--- src/rtl/casc_irq_pkg.sv ---
// Package: shared sizing helpers and fixed code assignments for the
// cascaded interrupt controller. Assumes every group has the same width.
package casc_irq_pkg;

    // Code of local group g bit 0.
    function automatic int loc_base(input int w, input int g);
        return 1 + g * w;
    endfunction

    // Code of mapped bit 0 when seen through mapped mask g.
    function automatic int map_base(input int w, input int g);
        return 1 + 2 * w + g * w;
    endfunction

    // Fixed codes placed after the four group ranges.
    function automatic int code_tmr_hi(input int w);
        return 4 * w + 1;
    endfunction

    function automatic int code_bus_err(input int w);
        return 4 * w + 2;
    endfunction

    function automatic int code_tmr_lo(input int w, input int i);
        return 4 * w + 3 + i;
    endfunction

    // Vector width that holds every code.
    function automatic int vec_width(input int w);
        return $clog2(4 * w + 5);
    endfunction

endpackage

--- src/rtl/irq_prio_enc.sv ---
// Module: highest-index-first priority encoder.
// Assumes: W >= 2. idx is 0 when no request is set; use any to qualify it.
module irq_prio_enc #(
    parameter int W  = 8,
    parameter int IW = $clog2(W)
) (
    input  logic [W-1:0]  req,
    output logic          any,
    output logic [IW-1:0] idx
);
    // Scan upward so the last (highest) set bit is kept.
    always_comb begin
        any = |req;
        idx = '0;
        for (int b = 0; b < W; b++) begin
            if (req[b]) idx = IW'(b);
        end
    end
endmodule

--- src/rtl/irq_mask_bank.sv ---
// Module: four enable-mask registers behind a write-strobe port.
// Assumes: synchronous active-low reset clears every mask; read is combinational.
module irq_mask_bank #(
    parameter int W     = 8,
    parameter int NREG  = 4,
    parameter int AW    = $clog2(NREG)
) (
    input  logic                   clk,
    input  logic                   rst_n,
    input  logic                   we,
    input  logic [AW-1:0]          addr,
    input  logic [W-1:0]           wdata,
    output logic [W-1:0]           rdata,
    output logic [NREG-1:0][W-1:0] masks
);
    // One register per mask, each loads only when addressed.
    for (genvar r = 0; r < NREG; r++) begin : g_reg
        always_ff @(posedge clk) begin
            if (!rst_n)                         masks[r] <= '0;
            else if (we && addr == AW'(r))      masks[r] <= wdata;
        end
    end

    // Read mux for the selected mask.
    always_comb rdata = masks[addr];

    AST_MASK_WRITE_LANDS: assert property (@(posedge clk) disable iff (!rst_n)
        we |=> masks[$past(addr)] == $past(wdata));
    AST_MASK_HOLD_IDLE: assert property (@(posedge clk) disable iff (!rst_n)
        !we |=> $stable(masks));
    AST_MASK_RESET_CLEAR: assert property (@(posedge clk) disable iff (!rst_n)
        $rose(rst_n) |-> masks == '0);
endmodule

--- src/rtl/irq_group_resolve.sv ---
// Module: resolves one local group, substituting the mapped group when its
// cascade bit is pending. Assumes CASC < W and the code bases fit in VW bits.
module irq_group_resolve #(
    parameter int W     = 8,
    parameter int CASC  = 2,
    parameter int LBASE = 1,
    parameter int MBASE = 17,
    parameter int VW    = 6
) (
    input  logic [W-1:0]  stat,
    input  logic [W-1:0]  mask,
    input  logic [W-1:0]  map_stat,
    input  logic [W-1:0]  map_mask,
    output logic          pend,
    output logic [VW-1:0] vec
);
    localparam int IW = $clog2(W);

    logic [W-1:0]  loc_req, map_req;
    logic          loc_any, map_any;
    logic [IW-1:0] loc_idx, map_idx;

    // Effective pending vectors of the local and mapped levels.
    always_comb begin
        loc_req = stat & mask;
        map_req = map_stat & map_mask;
    end

    irq_prio_enc #(.W(W)) u_loc_enc (.req(loc_req), .any(loc_any), .idx(loc_idx));
    irq_prio_enc #(.W(W)) u_map_enc (.req(map_req), .any(map_any), .idx(map_idx));

    // Pick cascade result ahead of any local bit, else the top local bit.
    always_comb begin
        pend = loc_any;
        if (!loc_any)           vec = '0;
        else if (loc_req[CASC]) vec = map_any ? VW'(MBASE) + VW'(map_idx) : '0;
        else                    vec = VW'(LBASE) + VW'(loc_idx);
    end
endmodule

--- src/rtl/irq_cpu_arb.sv ---
// Module: fixed-order processor-level arbiter over the group results and
// the timer and bus-error lines. A pending group wins even if it resolves to 0.
module irq_cpu_arb
    import casc_irq_pkg::*;
#(
    parameter int W  = 8,
    parameter int VW = vec_width(W)
) (
    input  logic                 tmr_hi,
    input  logic [1:0]           grp_pend,
    input  logic [1:0][VW-1:0]   grp_vec,
    input  logic                 bus_err,
    input  logic [1:0]           tmr_lo,
    output logic                 hit,
    output logic [VW-1:0]        vec
);
    // Strict priority chain; hit flags a real source rather than an empty cascade.
    always_comb begin
        hit = 1'b1;
        if (tmr_hi)            vec = VW'(code_tmr_hi(W));
        else if (grp_pend[0])  begin vec = grp_vec[0]; hit = |grp_vec[0]; end
        else if (grp_pend[1])  begin vec = grp_vec[1]; hit = |grp_vec[1]; end
        else if (bus_err)      vec = VW'(code_bus_err(W));
        else if (tmr_lo[0])    vec = VW'(code_tmr_lo(W, 0));
        else if (tmr_lo[1])    vec = VW'(code_tmr_lo(W, 1));
        else                   begin vec = '0; hit = 1'b0; end
    end
endmodule

--- src/rtl/casc_irq_ctrl.sv ---
// Module: top of the cascaded interrupt controller. Holds the mask bank,
// two group resolvers sharing one mapped status, the arbiter and the
// registered outputs. Assumes level inputs already synchronous to clk.
module casc_irq_ctrl
    import casc_irq_pkg::*;
#(
    parameter int GRP_W     = 8,
    parameter int CASC0_BIT = 2,
    parameter int CASC1_BIT = 3,
    parameter int VW        = vec_width(GRP_W)
) (
    input  logic             clk,
    input  logic             rst_n,
    input  logic [GRP_W-1:0] loc0_stat_i,
    input  logic [GRP_W-1:0] loc1_stat_i,
    input  logic [GRP_W-1:0] map_stat_i,
    input  logic             tmr_hi_i,
    input  logic             bus_err_i,
    input  logic [1:0]       tmr_lo_i,
    input  logic             reg_we_i,
    input  logic [1:0]       reg_addr_i,
    input  logic [GRP_W-1:0] reg_wdata_i,
    output logic [GRP_W-1:0] reg_rdata_o,
    output logic             irq_o,
    output logic [VW-1:0]    vec_o
);
    localparam int NGRP = 2;

    logic [3:0][GRP_W-1:0]      masks;
    logic [NGRP-1:0][GRP_W-1:0] loc_stat;
    logic [NGRP-1:0]            grp_pend;
    logic [NGRP-1:0][VW-1:0]    grp_vec;
    logic                       arb_hit;
    logic [VW-1:0]              arb_vec;

    // Bundle the local status inputs for the generate loop.
    always_comb loc_stat = {loc1_stat_i, loc0_stat_i};

    irq_mask_bank #(.W(GRP_W), .NREG(4)) u_masks (
        .clk(clk), .rst_n(rst_n), .we(reg_we_i), .addr(reg_addr_i),
        .wdata(reg_wdata_i), .rdata(reg_rdata_o), .masks(masks)
    );

    // Masks 0/1 are local, 2/3 are mapped; group g pairs with mapped mask g.
    for (genvar g = 0; g < NGRP; g++) begin : g_grp
        localparam int CP = (g == 0) ? CASC0_BIT : CASC1_BIT;
        irq_group_resolve #(
            .W(GRP_W), .CASC(CP), .LBASE(loc_base(GRP_W, g)),
            .MBASE(map_base(GRP_W, g)), .VW(VW)
        ) u_res (
            .stat(loc_stat[g]), .mask(masks[g]), .map_stat(map_stat_i),
            .map_mask(masks[2 + g]), .pend(grp_pend[g]), .vec(grp_vec[g])
        );
    end

    irq_cpu_arb #(.W(GRP_W), .VW(VW)) u_arb (
        .tmr_hi(tmr_hi_i), .grp_pend(grp_pend), .grp_vec(grp_vec),
        .bus_err(bus_err_i), .tmr_lo(tmr_lo_i), .hit(arb_hit), .vec(arb_vec)
    );

    // Output register: one cycle from inputs or masks to the processor.
    always_ff @(posedge clk) begin
        if (!rst_n) begin
            irq_o <= 1'b0;
            vec_o <= '0;
        end else begin
            irq_o <= arb_hit;
            vec_o <= arb_vec;
        end
    end

    localparam int MB0 = map_base(GRP_W, 0);

    AST_IRQ_FOLLOWS_VEC: assert property (@(posedge clk) disable iff (!rst_n)
        irq_o == (vec_o != '0));
    AST_HI_TIMER_FIRST: assert property (@(posedge clk) disable iff (!rst_n)
        tmr_hi_i |=> vec_o == VW'(code_tmr_hi(GRP_W)));
    AST_CASC0_SUBST: assert property (@(posedge clk) disable iff (!rst_n)
        (!tmr_hi_i && loc0_stat_i[CASC0_BIT] && masks[0][CASC0_BIT] && |(map_stat_i & masks[2]))
        |=> (vec_o >= VW'(MB0) && vec_o < VW'(MB0 + GRP_W)));
    AST_CASC0_EMPTY: assert property (@(posedge clk) disable iff (!rst_n)
        (!tmr_hi_i && loc0_stat_i[CASC0_BIT] && masks[0][CASC0_BIT] && !(|(map_stat_i & masks[2])))
        |=> !irq_o);
endmodule

--- config.mk ---
export PLATFORM = sky130hd
export DESIGN_NAME = casc_irq_ctrl
export DESIGN_NICKNAME = d
export VERILOG_FILES = /design/src/rtl/casc_irq_pkg.sv /design/src/rtl/irq_prio_enc.sv /design/src/rtl/irq_mask_bank.sv /design/src/rtl/irq_group_resolve.sv /design/src/rtl/irq_cpu_arb.sv /design/src/rtl/casc_irq_ctrl.sv
export SDC_FILE = /design/constraint.sdc
export NUM_CORES = 1
export LEC_CHECK = 0
export BUFFER_PORTS_ARGS = -buffer_cell sky130_fd_sc_hd__buf_2
export CORE_UTILIZATION = 37
export CTS_CLUSTER_DIAMETER = 200
export DETAILED_ROUTE_END_ITERATION = 16
export PLACE_DENSITY = 0.64
export SYNTH_ARGS = -nofsm -noshare
export SYNTH_HDL_FRONTEND = slang
export SYNTH_SLANG_ARGS = --single-unit
--- constraint.sdc ---
create_clock -name clk -period 2.5 [get_ports clk]
set_clock_uncertainty 0.15 [all_clocks]
set_input_delay 0 -clock clk [delete_from_list [all_inputs] [get_ports clk]]
set_output_delay 0 -clock clk [all_outputs]
set_load 0.1 [all_outputs]
==> impl_results.md <==
- Htree depth: 2
- Worst-path clk slew: 0.08 ns
- Peak VDD IR: 0.3561 mV
- Postcts setup bufs: 0
- Combinational fraction of design power: 26.0%
- Fraction of layout cells with a size suffix above 1: 26.46%
- Worst Setup SP: u_masks.masks[0]
- Chip Width: 82.20 um
- Finished Layout Cells: 400
- HP Class: in -> reg
- Dpl cell area: 2749 um2
- Via count: 2,242
- Final ANT Viol Nets: 0
- IO buf count: 55
- Grt total ovfl: 0
- Slew margin rel.: 58.51%
- Ant. Diodes: 0
- Number of global-route vias before repair: 2,083
- Die H: 82.20 um
- Clock tree buffer depth: 2
- Flip-flop and latch area: 782.0 um2
- Die Area: 6757 um2
- Max-cap viol count: 0
- Ys async rst share: 0%
- Initial antenna violation count: 0
- Core Util, Final: 49.40%
- Area grow syn2layout: 25.81%
- Critical path capture point type: flip-flop
- CTS tree: yes
- 1st-iter DRT viols: 120
- Clock period minus final worst setup slack: 2.345 ns
- I/O pin cnt: 56
- Commonest non-fill, non-tap cell in the layout: buf_2
- Largest net degree at the start of global routing: 41
- Syn_area_per_cell: 9.406 um2
- Yosys warns: 0
- Dpl hpwl: 5.078 mm
- Int Pwr: 1.018 mW
- Crit-path cells: a222oi_1 -> nand3_1 -> a21oi_1 -> a21oi_1 -> dlygate4sd3_1 -> nor2b_1
- Overall Power: 1.535 mW
- Nets: 371
- Critical path class: reg -> reg
- Yosys top cell by area: dfxtp_1
- Core footprint: 6061 um2
- Synth top area share: 32.81%
- Setup TNS: 0 ns
- Routed WL: 6.578 mm
- Sequential share of power: 43.7%
- Fmax: 0.4264 GHz
- Clock Latency Late Sink: 0.30 ns
- Sequential element share of the synthesized area: 32.81%
- Global Route Usage Sum: 20.87%
- Crit-path slowest cell: dlygate4sd3_1
- Final Setup Violations: 0
- Yosys reg bits: 39
- # rows: 28
- Post-Place Cells: 379
- Layout fillers: 609
- Sink Count: 39
- CTS Root Cell: clkbuf_8
- Leak Pwr: 1.353 nW
- Starting Density: 39.27%
- Area of the multi-input gates: 1558 um2
- Final Cycle Share: 93.80%
- Synth cell types: 50
- Post-Syn Nets: 300
- Status: finished clean
- Most frequent CP cell: a21oi_1
- Primary FF master, synth: dfxtp_1
- Area contributors post-synth: dfxtp_1, mux2i_1, nor2b_1
- Drt via density: 5.605
- Power per cell area: 512.8 nW/um2
- RePlAce Congestion: 0.8235
- Gate Count Post-Synth: 253
- CTS Buf Count: 5
- Crit Reg-Reg Startpoint: u_masks.masks[0]
- CP delay by family, top: compound AO/OA/AOI/OAI gates
- Worst setup SP type: flip-flop
- Least-Margin Pin Slew: 0.6205 ns
- Switching Fraction: 33.72%
- NetSw: 517.7 uW
- Post-route cell area: 2994 um2
- Slowest stage delay, CP: 0.57 ns
- Worst Path Max Fanout: 4
- Mapped Area: 2380 um2
- Clk network pwr share: 30.3%
- Pre-Repair DR Iteration Count: 4
- First-pass GRT wire length: 10.18 mm
- DRC Markers: 0
- Worst endpoint required time: 2.59 ns
- Avg WL per Cell: 16.45 um
- CP bufs+invs: 1
- Slew Limit Fails: 0
- Critical path arrival: 2.44 ns
- Most frequent cells in the layout: buf_2, dfxtp_1, nor2b_1, mux2i_1, nand2_1
- Hold Path Origin: map_stat_i[7]
- Fin. Hold Viols: 0
- Post-synth EDFFs: 0
-- metrics by stage --
step	setup slack [ns]	hold WS (ns)
6_report	0.1549	0.004401
5_1_grt	-0.005567	0.03032
4_1_cts	0.09166	0.0002905
3_5_place_dp	0.1137	0.1122
3_3_place_gp	0.2158	0.1204
2_1_floorplan	0.3211	-0.01148
-- power groups by stage --
| stage | Clock, mW | Sequential, mW | Combinational (mW) |
|---|---|---|---|
| final | 0.465 | 0.671 | 0.399 |
| after global routing | 0.508 | 0.675 | 0.429 |
| after CTS | 0.472 | 0.671 | 0.396 |
| after detailed placement | 0 | 0.686 | 0.378 |
| after global placement | 0 | 0.685 | 0.377 |
| after floorplan | 0 | 0.751 | 0.203 |
-- cell families after synthesis --
group                    share of synthesized area (%)
AO/OA/AOI/OAI                                    18.67
adder cells (fa/ha/maj)                          3.154
buffers and inverters                            2.366
flip-flops                                       32.81
multiplexers                                     21.19
AND/OR/NAND/NOR                                  21.82
-- path summary, 6_finish.rpt --
check | depth (start not counted) | endpoint | slack [ns]
worst min-delay path | 4 | vec_o[3] | 0.004
worst max-delay path | 6 | vec_o[5] | 0.15
worst min register to register | 2 | u_masks.masks[10] | 0.40
worst max register to register | 6 | vec_o[5] | 0.15
-- metal layers --
| layer | share of wire (%) | vias up | routed length [um] | global-route usage (%) |
|---|---|---|---|---|
| li1 | - | 1108 | - | - |
| met1 | 45 | 1050 | 2986 | 26.62 |
| met2 | 45 | 74 | 2978 | 34.46 |
| met3 | 7.6 | 10 | 501 | 4.066 |
| met4 | 1.7 | 0 | 111 | 8.246 |
| met5 | 0 | - | 0 | 0 |
-- what timing repair did --
| item | 4_1_cts | 5_1_grt |
|---|---|---|
| endpoints found under the hold margin | 39 | 0 |
| hold buffers | 13 | 0 |
| gates resized for setup | 0 | 5 |
| endpoints found under the setup margin | 0 | 1 |
-- layout make-up --
class,count,share of cell area (%)
flip-flops and latches,39,26.12
inverters,3,0.3761
well taps,75,3.134
repair buffers,74,15.04
clock inverters,2,0.5433
clock buffers,6,2.758
multi-input cells,201,52.03
-- Yosys cell counts, types with 2 or more instances --
cell	number
nor2_1	4
nand2_1	27
buf_2	6
mux2i_1	32
dfxtp_1	39
a22oi_1	13
a311oi_1	3
a32o_1	3
a32oi_1	3
a21oi_1	7
nand2b_1	4
nand4_1	2
a31oi_1	2
inv_1	3
ha_1	6
o21ai_0	9
nand3_1	8
nand3b_1	2
nor2b_1	33
clkbuf_1	4
a221oi_1	2
mux4_2	7
nor3_1	2
a211oi_1	3
and2_1	3
o2111ai_1	2
-- registers in the layout, indices dropped and copies added, names as in the netlist --
signal,flops
irq_o,1
vec_o,6
u_masks.masks,32
-- worst reg2reg max path, stage by stage, from the launching register on --
cell and delay [ns]:
dfxtp_1 0.36, a222oi_1 0.48, nand3_1 0.20, a21oi_1 0.31
a21oi_1 0.11, dlygate4sd3_1 0.57, nor2b_1 0.10
Power figures use the tool's default switching activity.
